$ cat config.mk
export PLATFORM = sky130hd
export DESIGN_NAME = uart_dma_bridge
export DESIGN_NICKNAME = d
export VERILOG_FILES = /design/src/rtl/uart_dma_bridge.sv
export SDC_FILE = /design/constraint.sdc
export NUM_CORES = 1
export LEC_CHECK = 0
export CAP_MARGIN = 10
export CORE_AREA = 2 2 39 41
export DETAILED_ROUTE_END_ITERATION = 8
export DIE_AREA = 0 0 41 43
export DONT_BUFFER_PORTS = 1
export PLACE_DENSITY = 0.44
export SYNTH_ARGS = -nofsm -noshare
export SYNTH_HDL_FRONTEND = slang
export SYNTH_SLANG_ARGS = --single-unit
export TNS_END_PERCENT = 5
$ cat constraint.sdc
create_clock -name clk -period 0.8 [get_ports clk]
set_clock_uncertainty 0.05 [all_clocks]
set_input_delay 0.12 -clock clk [delete_from_list [all_inputs] [get_ports clk]]
set_output_delay 0.12 -clock clk [all_outputs]
set_load 0.02 [all_outputs]
$ cat src/rtl/uart_dma_bridge.sv
module uart_dma_bridge #(
  parameter int DATA_W = 8,
  parameter int STAT_W = 3
) (
  input  logic              clk,
  input  logic              rst_n,
  input  logic              cfg_wr,
  input  logic [2:0]        cfg_wdata,
  output logic [2:0]        cfg_q,
  output logic              tx_req,
  input  logic              tx_ack,
  input  logic [DATA_W-1:0] tx_data,
  input  logic              txf_full,
  output logic              txf_push,
  output logic [DATA_W-1:0] txf_wdata,
  output logic              rx_req,
  input  logic              rx_ack,
  output logic [DATA_W-1:0] rx_data,
  output logic              rx_end,
  input  logic              rxf_empty,
  output logic              rxf_pop,
  input  logic [DATA_W-1:0] rxf_rdata,
  input  logic [STAT_W-1:0] rxf_stat
);
  localparam int TX_EN  = 0;
  localparam int RX_EN  = 1;
  localparam int ERR_EN = 2;

  logic [2:0] ctl;

  always_ff @(posedge clk or negedge rst_n)
    if (!rst_n)      ctl <= '0;
    else if (cfg_wr) ctl <= cfg_wdata;

  assign cfg_q     = ctl;

  assign tx_req    = ctl[TX_EN] & ~txf_full;
  assign txf_push  = tx_req & tx_ack;
  assign txf_wdata = tx_data;

  assign rx_req    = ctl[RX_EN] & ~rxf_empty;
  assign rxf_pop   = rx_req & rx_ack;
  assign rx_data   = rxf_rdata;
  assign rx_end    = rxf_pop & ctl[ERR_EN] & (|rxf_stat);
endmodule


# Word-level counts from Yosys, hierarchy flattened
# Index checks and enable logic that the tools add are counted.
[totals]
rom_bits = 0
regBits = 3
latchBits = 0
word_cells = 10
mem_bits_rw = 0
mem_count = 0
[op_classes]
n_mux = 0
order_cmp = 0
shifts = 0
multipliers = 0
n_eq_ne = 0
n_div = 0
n_reduce_logical = 1
n_addsub = 0
n_bitwise = 8
[ops]
columns = ["cell", "n"]
rows = [
  ["1-bit bitwise AND", 6],
  ["3-bit OR reduction", 1],
  ["1-bit inverter", 2],
]

# Depth between registers and ports, before layout
[logic_depth]
word_depth = 5
ltp_mapped = 2

# Worst setup path after synthesis
# OpenSTA, ideal clock, no wires.
[synth_path]
path_type = "flip-flop to output port"
start = "register ctl[0] (netlist: cfg_q[0])"
end = "output txf_push"
slack_ns = -0.504
arrival_time_ns = 1.134
n_path_buf = 0
required_ns = 0.630
stages_incl_launch_ff = 3
path_cell_list = "dfrtp_1 -> nor2b_1 -> and2_1"
[synth_via]
elab_chain_len = 2
[synth_lines]
columns = ["element", "line", "source"]
rows = [
  ["start, declared", "29", "logic [2:0] ctl;"],
  ["start signal, assigned", "33", "else if (cfg_wr) ctl <= cfg_wdata;"],
  ["1-bit bitwise AND", "37", "assign tx_req = ctl[TX_EN] & ~txf_full;"],
  ["named net tx_req", "10", "output logic tx_req,"],
  ["1-bit bitwise AND", "38", "assign txf_push = tx_req & tx_ack;"],
  ["end, declared", "14", "output logic txf_push,"],
]
# The timed path passes the listed nets, and every way through them passes these cells.

# Final worst setup path
[layout_path]
start = "register ctl[1] (netlist: cfg_q[1])"
end = "output rx_end"
[layout_via]
elab_chain_len = 4
[layout_lines]
columns = ["element", "line", "source"]
rows = [
  ["1-bit bitwise AND", "41", "assign rx_req = ctl[RX_EN] & ~rxf_empty;"],
  ["1-bit bitwise AND", "42", "assign rxf_pop = rx_req & rx_ack;"],
  ["1-bit bitwise AND (2 in a row)", "44", "assign rx_end = rxf_pop & ctl[ERR_EN] & (|rxf_stat);"],
  ["end, declared", "19", "output logic rx_end,"],
]
# Every way passes these cells.

==> reports/results.md <==
| Quantity | This run | Unit |
|---|---|---|
| Final critical-path setup slack | -460 | ps |
| Clock-pin transition on the worst setup and hold timing paths | 40 | ps |
| Clock power frac | 45.8 | % |
| Number of nets in the synthesized netlist | 56 | - |
| Minimum clock period after layout | 1260 | ps |
| Crit path capture type | primary output | - |
| Leading cell types by total area after synthesis | buf_4 (44%), dfrtp_1 (28%), mux2_2 (12%), and3b_2 (3.7%), o311a_1 (3.7%) | - |
| Switch Pwr | 0.151 | mW |
| TritonCTS clock tree | done | - |
| Worst hold margin | -8.01 | ps |
| Cell at the root of the clock tree | clkbuf_4 | - |
| Pre-CTS setup slack | -237 | ps |
| Max FFs per register | 3 | - |
| Die Area | 1760 | µm² |
| Final cycle utilization of the critical path | 157 | % |
| Critical path type | reg -> out | - |
| Sum of internal, switching and leakage power | 0.578 | mW |
| Standard-cell rows | 14 | - |
| R2R setup slack | -220 | ps |
| Remaining design rule violation count | 0 | - |
| Final Instance Count excl. Fillers | 37 | - |
| Startpoint of the worst-slack reg-to-reg timing path | cfg_q[1] | - |
| Area leader, netlist | buf_4 | - |
| WL final | 499 | µm |
| Logic gate share of total power | 21.6 | % |
| Clock buffer depth | 2 | - |
| Seq cells post-synth | 3 | - |
| Switching share of power | 26.2 | % |
| Top Ports | 53 | - |
| Proportion of netlist area held by the largest area contributor | 44.4 | % |
| Filler Cells Inserted | 145 | - |
| Number of clock sinks | 3 | - |
| Cell area power density | 2080 | nW/µm² |
| Startpoint of the worst hold path | cfg_wdata[1] | - |
| Setup tns final | -2450 | ps |
| Status | finished with violations | - |
| Max-slew violations | 0 | - |
| Crit-path max FO | 3 | - |
| Number of nets still failing antenna checks after routing | 0 | - |
| Critical path launch point | cfg_q[1] | - |
| Number of max-capacitance violations reported | 0 | - |
| Final setup violation count | 11 | - |
| Avg Synthesized Cell Area | 10.0 | µm² |
| Commonest cells after routing, fill and taps aside | clkbuf_4 (3), buf_4 (3), mux2_2 (2), dfrtp_1 (2), buf_6 (2) | - |
| Area growth from synthesis to final layout | 2.78 | % |
| Overall fraction of global-route tracks in use | 6.24 | % |
| Placer congestion estimate | 0.556 | - |
| Worst VDD drop | 0.00117 | V |
| Highest achievable clock rate | 0.794 | GHz |
| Detailed-placement wirelength estimate | 419 | µm |
| Reg-to-reg critical path endpoint | cfg_q[1] | - |
| First-pass iteration count of the detailed router | 3 | - |
| Worst slew margin relative to its limit | 89.8 | % |
| # H-tree levels | 1 | - |
| Die boundary width | 41 | µm |
| Number of nets in the layout | 51 | - |
| Launching element type of the critical path | flop | - |
| Final routed wire length divided by cell count | 13.5 | µm |
| Count of hold buffers inserted by post-cts repair | 1 | - |
| Number of cells traversed by the worst register-to-register path | 2 | - |
| Total number of yosys warnings | 0 | - |
| Count of final hold-check violations | 3 | - |
| Placed instance count | 32 | - |
| Setup crit end | rx_end | - |
| Grt ovf | 0 | - |
| Synth Instances | 27 | - |
| Setup repair after global routing missed its margin | yes | - |
| Class of the most critical hold timing path | in -> reg | - |
| Drt initial violations | 1 | - |
| Number of antenna violations at the first check in global routing | 0 | - |
| Count of input and output buffers | 0 | - |
| Post-CTS Setup Inserts | 0 | - |
| Number of global-route vias before repair | 163 | - |
| Worst path required time | 630 | ps |
| Area of the core | 1380 | µm² |
| Cell internal pwr | 0.426 | mW |
| Maximum number of pins on one net before global-route repair | 4 | - |
| Transition time at the pin with the least slew margin | 152 | ps |
| Total leakage power | 0.128 | nW |
| Part of the total power dissipated in sequential elements | 32.6 | % |
| Clk Latency, worst-skew pair | 230 | ps |
| Cts bufs inserted | 3 | - |
| Total vias in the final route | 153 | - |
| Count of unique library cells instantiated by Yosys | 8 | - |
| Post-DR vias/cell | 4.14 | - |
| Failing checks | negative hold slack, negative setup slack | - |
| End-of-flow core utilization | 20.1 | % |
| Crit path arrival time | 1090 | ps |
| Die height | 43 | µm |
| Number of antenna repair diodes | 0 | - |
| Sequential cell area fraction in the yosys report | 27.8 | % |
| Post-Synthesis Cell Area | 270 | µm² |
| Wire length of the first global-routing pass | 690 | µm |
| Initial cell density of the core | 19.5 | % |
| Share of final-layout standard cells stronger than drive strength 1 | 81.0 | % |
## critical path, stage by stage, from the launching register on
cell,delay (ps)
dfrtp_2,420
and3b_2,220
o311a_4,220
## power by group through the flow
stage                     sequential (mW)  clock (mW)  combinational, mW
final                               0.189       0.265              0.125
after detailed placement            0.190           0              0.109
after global placement              0.190           0              0.108
after CTS                           0.189       0.279              0.123
after floorplan                     0.201           0              0.175
after global routing                0.192       0.290              0.131
## final cells by class
cell class / instances / area (µm²) / area share (%)
multi-input cells: 8 / 100 / 36.0
flip-flops and latches: 3 / 76.3 / 27.5
repair buffers: 6 / 55.1 / 19.8
clock buffers: 4 / 26.3 / 9.46
well taps: 16 / 20.0 / 7.21
## stage by stage
step | hold WS [ps] | area [µm²]
3_5_place_dp | -226 | 229
6_report | -8.01 | 278
4_1_cts | -16.9 | 274
2_1_floorplan | -226 | 292
3_3_place_gp | -226 | 229
5_1_grt | -12.6 | 278
## kinds of logic (layout without fill, tap and decap cells)
group | after synthesis | in the layout | synth area share [%]
multiplexers | 3 | 3 | 12.5
buffers and inverters | 16 | 10 | 44.4
flip-flops | 3 | 3 | 27.8
AO/OA/AOI/OAI | 1 | 1 | 3.70
AND/OR/NAND/NOR | 4 | 4 | 11.6
## routing by layer
metal / vias up / wire length, µm / GRT usage (%)
li1: 61 / - / -
met1: 67 / 126 / 4.53
met2: 23 / 245 / 8.44
met3: 2 / 119 / 6.28
met4: 0 / 8 / 6.00
met5: - / 0 / 0
## how the worst min path moves through the flow
stage	end	depth (start not counted)	slack, ps
after floorplan	cfg_q[0]	0	-230
after global placement	cfg_q[1]	0	-230
after detailed placement	cfg_q[1]	0	-230
after CTS	cfg_q[1]	1	-20
after global routing	cfg_q[0]	1	-10
final	cfg_q[1]	1	-8
## what timing repair did
item	CTS	global route
hold endpoints to repair	6	3
endpoints found under the setup margin	11	11
pin swaps	3	1
resized for setup	3	1
gates cloned	0	0
## synthesized netlist by cell type
| cell | number |
|---|---|
| dfrtp_1 | 3 |
| and2b_2 | 1 |
| o311a_1 | 1 |
| and2_1 | 1 |
| nor2b_1 | 1 |
| buf_4 | 16 |
| and3b_2 | 1 |
| mux2_2 | 3 |
Power figures use the tool's default switching activity.
